==> config.mk <==
export PLATFORM = sky130hd
export DESIGN_NAME = baud_search
export DESIGN_NICKNAME = d
export VERILOG_FILES = /design/src/rtl/bsr_pkg.sv /design/src/rtl/bsr_divider.sv /design/src/rtl/bsr_grid.sv /design/src/rtl/baud_search.sv
export SDC_FILE = /design/constraint.sdc
export NUM_CORES = 1
export LEC_CHECK = 0
export BUFFER_PORTS_ARGS = -buffer_cell sky130_fd_sc_hd__buf_2
export CAP_MARGIN = 20
export CORE_ASPECT_RATIO = 1.25
export CORE_MARGIN = 3
export CORE_UTILIZATION = 30
export CTS_CLUSTER_DIAMETER = 150
export DETAILED_ROUTE_END_ITERATION = 10
export SYNTH_ARGS = -nofsm -noshare
export SYNTH_HDL_FRONTEND = slang
export SYNTH_HIERARCHICAL = 1
export SYNTH_SLANG_ARGS = --single-unit
==> constraint.sdc <==
create_clock -name clk_i -period 7.9 [get_ports clk_i]
set_input_delay 2.37 -clock clk_i [delete_from_list [all_inputs] [get_ports clk_i]]
set_output_delay 2.37 -clock clk_i [all_outputs]
set_load 0.02 [all_outputs]
==> src/rtl/bsr_pkg.sv <==
package bsr_pkg;

   // search control states
   typedef enum logic [1:0] {
      BS_IDLE = 2'd0,
      BS_KICK = 2'd1,
      BS_WAIT = 2'd2,
      BS_FIN  = 2'd3
   } bs_state_e;

endpackage

==> src/rtl/bsr_divider.sv <==
// Bit-serial restoring divider: one quotient bit per cycle, W cycles per quotient.
module bsr_divider #(
   parameter int W = 32
) (
   input  logic         clk_i,
   input  logic         rst_ni,
   input  logic         go_i,
   input  logic [W-1:0] dvd_i,
   input  logic [W-1:0] dvs_i,
   output logic [W-1:0] quo_o,
   output logic         dv_o
);
   localparam int CNT_W = $clog2(W + 1);

   logic [W-1:0]     dvd_q, dvs_q, sh_q, quo_q, rem_q;
   logic [CNT_W-1:0] cnt_q;
   logic             busy_q, dv_q;
   logic [W:0]       shifted, trial;

   assign shifted = {rem_q, sh_q[W-1]};
   assign trial   = shifted - {1'b0, dvs_q};

   always_ff @(posedge clk_i or negedge rst_ni) begin
      if (!rst_ni) begin
         dvd_q  <= '0;
         dvs_q  <= '0;
         sh_q   <= '0;
         quo_q  <= '0;
         rem_q  <= '0;
         cnt_q  <= '0;
         busy_q <= 1'b0;
         dv_q   <= 1'b0;
      end else begin
         dv_q <= 1'b0;
         if (go_i) begin
            dvd_q  <= dvd_i;
            dvs_q  <= dvs_i;
            sh_q   <= dvd_i;
            quo_q  <= '0;
            rem_q  <= '0;
            cnt_q  <= CNT_W'(W);
            busy_q <= 1'b1;
         end else if (busy_q) begin
            sh_q <= {sh_q[W-2:0], 1'b0};
            if (!trial[W]) begin
               rem_q <= trial[W-1:0];
               quo_q <= {quo_q[W-2:0], 1'b1};
            end else begin
               rem_q <= shifted[W-1:0];
               quo_q <= {quo_q[W-2:0], 1'b0};
            end
            cnt_q <= cnt_q - 1'b1;
            if (cnt_q == CNT_W'(1)) begin
               busy_q <= 1'b0;
               dv_q   <= 1'b1;
            end
         end
      end
   end

   assign quo_o = quo_q;
   assign dv_o  = dv_q;

   logic [2*W-1:0] prod_w;
   assign prod_w = {{W{1'b0}}, quo_q} * {{W{1'b0}}, dvs_q};


   div_exact_chk: assert property (@(posedge clk_i) disable iff (!rst_ni)
      dv_q |-> (prod_w <= {{W{1'b0}}, dvd_q}) &&
               (({{W{1'b0}}, dvd_q} - prod_w) < {{W{1'b0}}, dvs_q}));

endmodule

==> src/rtl/bsr_grid.sv <==
// Candidate index walker: N outer, M inner; forms the divisor of the current pair.
module bsr_grid #(
   parameter int FREQ_W = 32,
   parameter int N_W    = 3,
   parameter int M_W    = 4,
   parameter int SCALE  = 10
) (
   input  logic              clk_i,
   input  logic              rst_ni,
   input  logic              clear_i,
   input  logic              step_i,
   output logic [N_W-1:0]    n_o,
   output logic [M_W-1:0]    m_o,
   output logic              last_o,
   output logic [FREQ_W-1:0] divisor_o
);
   localparam int IDX_W = N_W + M_W;

   logic [IDX_W-1:0]  idx_q;
   logic [FREQ_W-1:0] base_w;
   logic [N_W:0]      shamt_w;

   always_ff @(posedge clk_i or negedge rst_ni) begin
      if (!rst_ni)      idx_q <= '0;
      else if (clear_i) idx_q <= '0;
      else if (step_i)  idx_q <= idx_q + 1'b1;
   end

   assign n_o     = idx_q[IDX_W-1:M_W];
   assign m_o     = idx_q[M_W-1:0];
   assign last_o  = &idx_q;
   assign base_w  = FREQ_W'(SCALE) * (FREQ_W'(m_o) + FREQ_W'(1));
   assign shamt_w = {1'b0, n_o} + (N_W+1)'(1);
   assign divisor_o = base_w << shamt_w;

endmodule

==> src/rtl/baud_search.sv <==
module baud_search
   import bsr_pkg::*;
#(
   parameter int FREQ_W = 32,
   parameter int N_W    = 3,
   parameter int M_W    = 4,
   parameter int SCALE  = 10
) (
   input  logic               clk_i,
   input  logic               rst_ni,
   input  logic               start_i,
   input  logic [FREQ_W-1:0]  ref_hz_i,
   input  logic [FREQ_W-1:0]  bus_hz_i,
   output logic [N_W-1:0]     n_o,
   output logic [M_W-1:0]     m_o,
   output logic [N_W+M_W-1:0] divreg_o,
   output logic               done_o,
   output logic               fail_o
);
   localparam int              REG_W  = N_W + M_W;
   localparam int              SH_MAX = M_W + (1 << N_W);
   localparam longint unsigned MAXDIV = longint'(SCALE) << SH_MAX;

   // elaboration-time parameter checks
   if (FREQ_W < 8 || FREQ_W > 62) begin : g_bad_freq_w
      $error("baud_search: FREQ_W out of range");
   end
   if (N_W < 1 || N_W > 4 || M_W < 1 || M_W > 8) begin : g_bad_factor_w
      $error("baud_search: factor widths out of range");
   end
   if (SCALE < 1 || (MAXDIV >> FREQ_W) != 0) begin : g_bad_scale
      $error("baud_search: largest divisor does not fit FREQ_W");
   end

   bs_state_e         st_q;
   logic [FREQ_W-1:0] ref_q, req_q;
   logic [FREQ_W:0]   best_q;
   logic [N_W-1:0]    bn_q;
   logic [M_W-1:0]    bm_q;
   logic              found_q, done_q, fail_q;

   logic [N_W-1:0]    gn_w;
   logic [M_W-1:0]    gm_w;
   logic              last_w;
   logic [FREQ_W-1:0] dvs_w, quo_w, delta_w;
   logic              dv_w, accept_w, take_w, hit0_w, finish_w, step_w;

   assign accept_w = ((st_q == BS_IDLE) || (st_q == BS_FIN)) && start_i;
   assign delta_w  = req_q - quo_w;
   assign take_w   = dv_w && (req_q >= quo_w) && ({1'b0, delta_w} < best_q);
   assign hit0_w   = take_w && (delta_w == '0);
   assign finish_w = dv_w && (hit0_w || last_w);
   assign step_w   = dv_w && !finish_w;

   bsr_grid #(.FREQ_W(FREQ_W), .N_W(N_W), .M_W(M_W), .SCALE(SCALE)) u_grid (
      .clk_i     (clk_i),
      .rst_ni    (rst_ni),
      .clear_i   (accept_w),
      .step_i    (step_w),
      .n_o       (gn_w),
      .m_o       (gm_w),
      .last_o    (last_w),
      .divisor_o (dvs_w)
   );

   bsr_divider #(.W(FREQ_W)) u_div (
      .clk_i  (clk_i),
      .rst_ni (rst_ni),
      .go_i   (st_q == BS_KICK),
      .dvd_i  (ref_q),
      .dvs_i  (dvs_w),
      .quo_o  (quo_w),
      .dv_o   (dv_w)
   );

   always_ff @(posedge clk_i or negedge rst_ni) begin
      if (!rst_ni) begin
         st_q    <= BS_IDLE;
         ref_q   <= '0;
         req_q   <= '0;
         best_q  <= '1;
         bn_q    <= '0;
         bm_q    <= '0;
         found_q <= 1'b0;
         done_q  <= 1'b0;
         fail_q  <= 1'b0;
      end else begin
         unique case (st_q)
            BS_IDLE, BS_FIN: begin
               if (start_i) begin
                  st_q    <= BS_KICK;
                  ref_q   <= ref_hz_i;
                  req_q   <= bus_hz_i;
                  best_q  <= '1;
                  bn_q    <= '0;
                  bm_q    <= '0;
                  found_q <= 1'b0;
                  done_q  <= 1'b0;
                  fail_q  <= 1'b0;
               end
            end
            BS_KICK: st_q <= BS_WAIT;
            BS_WAIT: begin
               if (take_w) begin
                  best_q  <= {1'b0, delta_w};
                  bn_q    <= gn_w;
                  bm_q    <= gm_w;
                  found_q <= 1'b1;
               end
               if (finish_w) begin
                  st_q   <= BS_FIN;
                  done_q <= 1'b1;
                  fail_q <= !(found_q || take_w);
               end else if (step_w) begin
                  st_q <= BS_KICK;
               end
            end
            default: st_q <= BS_IDLE;
         endcase
      end
   end

   assign n_o      = bn_q;
   assign m_o      = bm_q;
   assign divreg_o = {bm_q, bn_q};
   assign done_o   = done_q;
   assign fail_o   = fail_q;


   best_monotone_chk: assert property (@(posedge clk_i) disable iff (!rst_ni)
      (st_q == BS_KICK || st_q == BS_WAIT) |=> best_q <= $past(best_q));


   result_hold_chk: assert property (@(posedge clk_i) disable iff (!rst_ni)
      (done_q && !start_i) |=> done_q && $stable(bn_q) && $stable(bm_q) && $stable(fail_q));


   fail_zero_chk: assert property (@(posedge clk_i) disable iff (!rst_ni)
      fail_q |-> (bn_q == '0) && (bm_q == '0) && done_q);


   busy_ignore_chk: assert property (@(posedge clk_i) disable iff (!rst_ni)
      (st_q == BS_WAIT && !dv_w) |=> st_q == BS_WAIT && $stable(req_q) && $stable(ref_q));

endmodule

==> flow_summary.ini, run 1 <==
[status]
status = completed

[global_routing]
gr-usage-met1 = 0.165
grt_pass1_vias = 12800
grt_max_degree = 85
antenna_found_initial = 4
global_route.usage.met2 = 0.254
grt-ovfl-total = 0
grt_usage = 0.137
grt_pass1_wl_mm = 65.7
top_usage_layer = met2
grt_util_met3 = 0.0191

[clock_tree]
h-tree-depth = 1
numClockSinks = 252
cts_root_buffer = clkbuf_16
clockBufferDepth = 3
numCtsBuffers = 29
cts-resized-gates = 0
cts_tree = yes
clk_pin_slew_worst_paths_ns = 0.06
hold_buffers = 0
clock_latency_ns = 0.56
cts_setup_buffers = 0

[die]
fp.dieArea_um2 = 57200
ios = 83
die_w_um = 215
initial_core_util = 0.307
die_h_um = 267
coreArea_um2 = 53200
placementRows = 94

[synth]
syn_inst = 1784
muxShareOfSynthArea = 0.106
synth_seq_area_share = 0.389
avgSynthCellArea_um2 = 9.14
synth_top_family_by_area = compound AO/OA/AOI/OAI gates
synth_cell_types = 94
netlist_area_um2 = 16300
synthAdderAreaFrac = 0.0865
synth_edf_count = 0
synth-xor-area-share = 0.0354
synth_compound_area_frac = 0.187
synth_seq_cells = 252
synth_flop_cell = dfrtp_1
async_flop_share = 1.00
yosysWarningCount = 6
synth_simple_gate_area_share = 0.129

[layout]
antenna_cells = 0
drive_above_1_share = 0.149
fin_cells = 2551
final_util = 0.342
regArea_um2 = 6350
fillers = 5570
multi_input_area_um2 = 8950
area_growth_pct = 11.6
final_nets = 1988

[sta]
worst_pin_slew_ns = 1.04
period_minus_slack_ns = 5.72
setup_tns_ns = 0
rsz0062_at_grt = false
fmax_mhz = 175
fin_crit_sh = 0.724
setup_viol_count_final = 0
finalHoldViolCount = 0
holdWs_ns = 0.473
drv_slew = 0
slew_headroom = 0.306
clock_skew_ns = 0.0106

[route]
wl_mm = 40.3
avgRoutedWirePerCell_um = 15.8
drt_pre_antenna_iters = 5
antenna_left = 0
drt_iter0_markers = 662
vias = 12700
via_per_inst = 4.99
drc_errors = 0

[setup_path]
cp_cell_sequence = inv_1 -> ha_1 -> inv_1 -> fa_1 -> a21oi_1 -> o211ai_1 -> a221oi_2 -> o21bai_1 -> xnor2_1 -> inv_1 -> ha_1 -> a21oi_1 -> o21ai_0 -> a211oi_1 -> o21ai_0 -> a211o_1 -> a21o_1 -> nor4_1 -> nand4_1 -> o31a_1 -> and2_1 -> nand4_1 -> xor2_1 -> nor2_1
worst_path_most_repeated_cell = inv_1
path_buf_inv = 3
critPathSlowestCell = a221oi_2
path_class = reg2reg
worstSetupEndpointType = flop
crit_fanout = 7
critical_path.max_stage_delay_ns = 0.53
cp.arrival_ns = 6.13
startpoint_type = flop
crit_required_ns = 8.31
critPathTopFamily = compound AO/OA/AOI/OAI gates

[placement]
place_inst = 2498
routabilityCongestion = 0.939
place.port_buffers = 82
dp_hpwl_mm = 29.7

[job]
cap_violations = 0

[min_path]
hold_path_class = reg2reg

[power]
p_leak_nw = 8.57
ir_worst_vdd_mv = 0.148
p_per_area_nw_per_um2 = 146
-- final cells by class --
class                           count  area share
Multi-Input combinational cell   1285       0.492
Sequential cell                   252       0.349
Tap cell                          720      0.0495
Clock buffer                       42      0.0448
Inverter                          148      0.0306
Timing Repair Buffer               94      0.0285
Clock inverter                     10     0.00578
-- cells in the final DEF, fill, tap and decap left out, types with 39 or more instances in the layout --
cell,synthesis,final
a211oi_1,39,39
a21oi_1,111,111
buf_2,14,81
dfrtp_1,219,218
ha_1,108,107
inv_1,145,144
mux2_2,69,69
mux2i_1,93,93
nand2_1,149,149
nor2_1,167,167
o21ai_0,135,135
-- per-layer routing --
layer	up-vias	routed length, µm
met1	6132	17300
met2	226	20500
met4	2	1170
met5	-	9
li1	6302	-
met3	77	1240
-- tightest hold or removal path: stages, from the launching register on --
cell and delay [ns]:
dfrtp_1 0.34, nand2_1 0.05, o21ai_0 0.05
-- per-stage QoR --
stage / cell area (µm²) / power (mW) / setup WS (ns)
after CTS: 18200 / 2.70 / 2.12
after detailed placement: 17300 / 1.36 / 2.15
after global placement: 17300 / 1.36 / 2.28
after floorplan: 16300 / 1.32 / 3.17
final: 18200 / 2.65 / 2.18
after global routing: 18200 / 2.76 / 1.78
-- cells in the mapped netlist, types with 5 or more instances --
library cell,count,area share
mux2_2,69,0.048
nor2b_1,5,0.0019
nor2_1,167,0.038
nand3_1,33,0.010
o21bai_1,16,0.0074
a21boi_0,5,0.0023
o21ai_1,10,0.0031
nor3_1,18,0.0055
buf_1,8,0.0018
o22ai_1,6,0.0023
or3_1,7,0.0027
a211oi_1,39,0.018
o211ai_1,9,0.0041
o21a_1,9,0.0041
clkbuf_1,63,0.015
inv_1,145,0.033
nand2_1,149,0.034
nand2b_1,10,0.0038
xnor2_1,32,0.017
buf_4,19,0.0087
o221ai_1,6,0.0032
dfrtp_1,219,0.34
nand4_1,18,0.0069
mux2i_1,93,0.057
o2111ai_1,7,0.0038
dfstp_2,33,0.053
a22oi_1,6,0.0028
and3_1,14,0.0054
xor2_1,32,0.017
buf_2,14,0.0043
ha_1,108,0.083
o21ai_0,135,0.041
a21oi_1,111,0.034
a31oi_1,18,0.0069
nor4_1,7,0.0027
a21o_1,28,0.013
and2_1,16,0.0061
-- cells by family (layout without fill, tap and decap cells) --
kind of cell	Yosys count	count (layout)
AO/OA/AOI/OAI	468	468
XOR/XNOR	65	65
adder cells (fa/ha/maj)	111	111
buffers and inverters	256	294
flip-flops	252	252
multiplexers	164	164
other	1	10
AND/OR/NAND/NOR	467	467
-- path summary, 6_finish.rpt --
check,startpoint,endpoint,slack [ns],cells after the start
max,req_q[0]$_DFFE_PN0P_,u_grid/idx_q[5]$_DFFE_PN0P_,2.18,24
min,ref_q[28]$_DFFE_PN0P_,u_div/sh_q[28]$_DFFE_PN0P_,0.47,2
max reg2reg,req_q[0]$_DFFE_PN0P_,u_grid/idx_q[5]$_DFFE_PN0P_,2.18,24
min reg2reg,ref_q[28]$_DFFE_PN0P_,u_div/sh_q[28]$_DFFE_PN0P_,0.47,2
max in group asynchronous,rst_ni,ref_q[15]$_DFFE_PN0P_,4.92,2
min in group asynchronous,rst_ni,m_o[1]$_DFFE_PN0P_,1.73,1
-- flip-flops by register name, indices dropped and copies added (netlist names) --
name          cells
best_q           33
ref_q            32
req_q            32
u_div/dvs_q      32
u_div/quo_o      32
u_div/rem_q      32
u_div/sh_q       32
u_grid/idx_q      7
u_div/cnt_q       6
m_o               4
n_o               3
st_q              2
done_o            1
fail_o            1
found_q           1
u_div/busy_q      1
u_div/dv_o        1
-- power breakdown --
part / internal, mW / switching (mW)
clock network: 0.775 / 0.539
logic: 0.0131 / 0.0317
registers: 1.29 / 0
total: 2.08 / 0.571
Power figures use the tool's default switching activity.
==> inputs of run 2 (changes only) <==
==> constraint.sdc (replaced) <==
create_clock -name clk_i -period 5.5 [get_ports clk_i]
set_input_delay 1.65 -clock clk_i [delete_from_list [all_inputs] [get_ports clk_i]]
set_output_delay 1.65 -clock clk_i [all_outputs]
set_load 0.02 [all_outputs]
==> run 2 against run 1 <==
Compared with the run above:
- flip-flop and latch count stayed put
- core utilization is 0.59 points higher
- register-to-register slack worse by 1.8 ns
- sequential share of layout area is 0.59 points lower
- critical path depth is 1 higher
- clock-buffer cell count is 4 lower
- die area stayed put
- cell count is 0.78% higher
- largest power group unchanged
- highest routed layer is now met4
==> flow_summary.ini, run 2 (synthesized netlist as in run 1, its figures left out) <==
[status]
status = completed

[placement]
dp_hpwl_mm = 30.0
place.port_buffers = 82
routabilityCongestion = 0.921
pre_cts_slack_ns = 0.157

[sta]
period_minus_slack_ns = 5.13
drv_slew = 0
fmax_mhz = 195
fin_crit_sh = 0.933
slew_headroom = 0.246
holdWs_ns = 0.469
worst_pin_slew_ns = 1.13
setup_viol_count_final = 0
fin_ws_ns = 0.366
clock_skew_ns = 0.0263
setup_tns_ns = 0
finalHoldViolCount = 0

[route]
drt_pre_antenna_iters = 6
drc_errors = 0
via_per_inst = 4.97
wl_mm = 40.7
avgRoutedWirePerCell_um = 15.8
antenna_left = 0
drt_iter0_markers = 630
vias = 12800

[min_path]
min_to = u_div/sh_q[29]$_DFFE_PN0P_
whs_path_depth = 2
hold_path_class = reg2reg
hold_start = ref_q[29]$_DFFE_PN0P_

[layout]
layout_commonest_cell = dfrtp_1
top_register = best_q
largest_reg_flops = 33
fillers = 5577
area_growth_pct = 13.5
final_cell_mix = 218 x dfrtp_1, 167 x nor2_1, 149 x nand2_1
drive_above_1_share = 0.167
final_util = 0.348
final_nets = 2007
regArea_um2 = 6350
multi_input_area_um2 = 8990

[setup_path]
critical_path.max_stage_delay_ns = 0.39
critPathSlowestCell = o31a_1
worst_path_most_repeated_cell = inv_1
r2r-end = u_grid/idx_q[5]$_DFFE_PN0P_
r2r_start = req_q[0]$_DFFE_PN0P_
crit_fanout = 7
startpoint_type = flop
r2r_cells = 25
r2r_slack_ns = 0.37
crit_required_ns = 5.92
cp.arrival_ns = 5.55
worstSetupEndpointType = flop
path_class = reg2reg

[clock_tree]
cts_root_buffer = clkbuf_16
clk_pin_slew_worst_paths_ns = 0.06
numClockSinks = 252
hold_buffers = 0
h-tree-depth = 1
numCtsBuffers = 29
cts_tree = yes
clockBufferDepth = 3
clock_latency_ns = 0.57

[global_routing]
grt_pass1_vias = 13000
grt_pass1_wl_mm = 67.4
grt-ovfl-total = 0
grt_usage = 0.141
grt_max_degree = 128
antenna_found_initial = 2

[die]
initial_core_util = 0.307
die_h_um = 267
placementRows = 94
die_w_um = 215
ios = 83
fp.dieArea_um2 = 57200
coreArea_um2 = 53200

[power]
p_leak_nw = 8.73
ir_worst_vdd_mv = 0.200
power_mw = 3.95
p_per_area_nw_per_um2 = 213

[job]
cap_violations = 0
==> run 2: changes by cell type in the layout (fill, tap and decap cells not counted), sizes merged <==
cell      before  now
buf           94  113
clkbuf        42   38
clkinv        10   12
bufinv         2    3
clkinvlp       1    0
diode          0    2
inv          145  146
==> run 2: where the power goes <==
part / total (mW) / internal (mW) / switching, mW
clock: 2.03 / 1.23 / 0.801
combinational: 0.0679 / 0.0204 / 0.0475
sequential: 1.86 / 1.86 / 0
total: 3.95 / 3.10 / 0.849
==> run 2: timing repair <==
action | in CTS | in global routing
setup buffers | 0 | 4
setup endpoints to repair | 0 | 14
gates resized for setup | 0 | 13
==> run 2: cell type report <==
type                       instances  share of cell area
clock buffer                      38              0.0459
clock inverter                    13             0.00879
inverter                         148              0.0301
sequential                       252               0.343
antenna                            2            0.000270
tap                              720              0.0487
timing repair buffer             113              0.0371
multi-input combinational       1285               0.486
==> run 2: through the flow <==
step | instance area (µm²) | cells
finish | 18500 | 2571
global route | 18500 | 2571
CTS | 18400 | 2565
detailed placement | 17400 | 2514
global placement | 17400 | 2513
floorplan | 16300 | 1793
==> run 2: how the worst max path moves through the flow <==
stage                          from                          end  depth (start not counted)
3_3_place_gp   req_q[0]$_DFFE_PN0P_  u_grid/idx_q[5]$_DFFE_PN0P_                         24
3_5_place_dp   req_q[0]$_DFFE_PN0P_  u_grid/idx_q[5]$_DFFE_PN0P_                         24
4_1_cts        req_q[0]$_DFFE_PN0P_  u_grid/idx_q[5]$_DFFE_PN0P_                         24
6_report       req_q[0]$_DFFE_PN0P_  u_grid/idx_q[5]$_DFFE_PN0P_                         25
5_1_grt        req_q[0]$_DFFE_PN0P_  u_grid/idx_q[6]$_DFFE_PN0P_                         25
2_1_floorplan  req_q[0]$_DFFE_PN0P_  u_grid/idx_q[5]$_DFFE_PN0P_                         26
==> run 2: critical path: cells and delay by family (launching register included) <==
| kind | cells | cell delay (ns) |
|---|---|---|
| AOI/OAI and AO/OA | 10 | 2.13 |
| adders and majority gates | 3 | 0.84 |
| xor gates and xnor gates | 2 | 0.45 |
| and+or+nand+nor | 5 | 0.63 |
| buffers and inverters | 5 | 0.57 |
| DFF | 1 | 0.36 |
==> run 2: metal layers <==
metal,global-route usage,part of all wire,up-vias
met4,0.0622,0.041,0
met2,0.251,0.49,182
met5,0,0,-
met1,0.172,0.44,6178
li1,-,-,6331
met3,0.0161,0.028,76
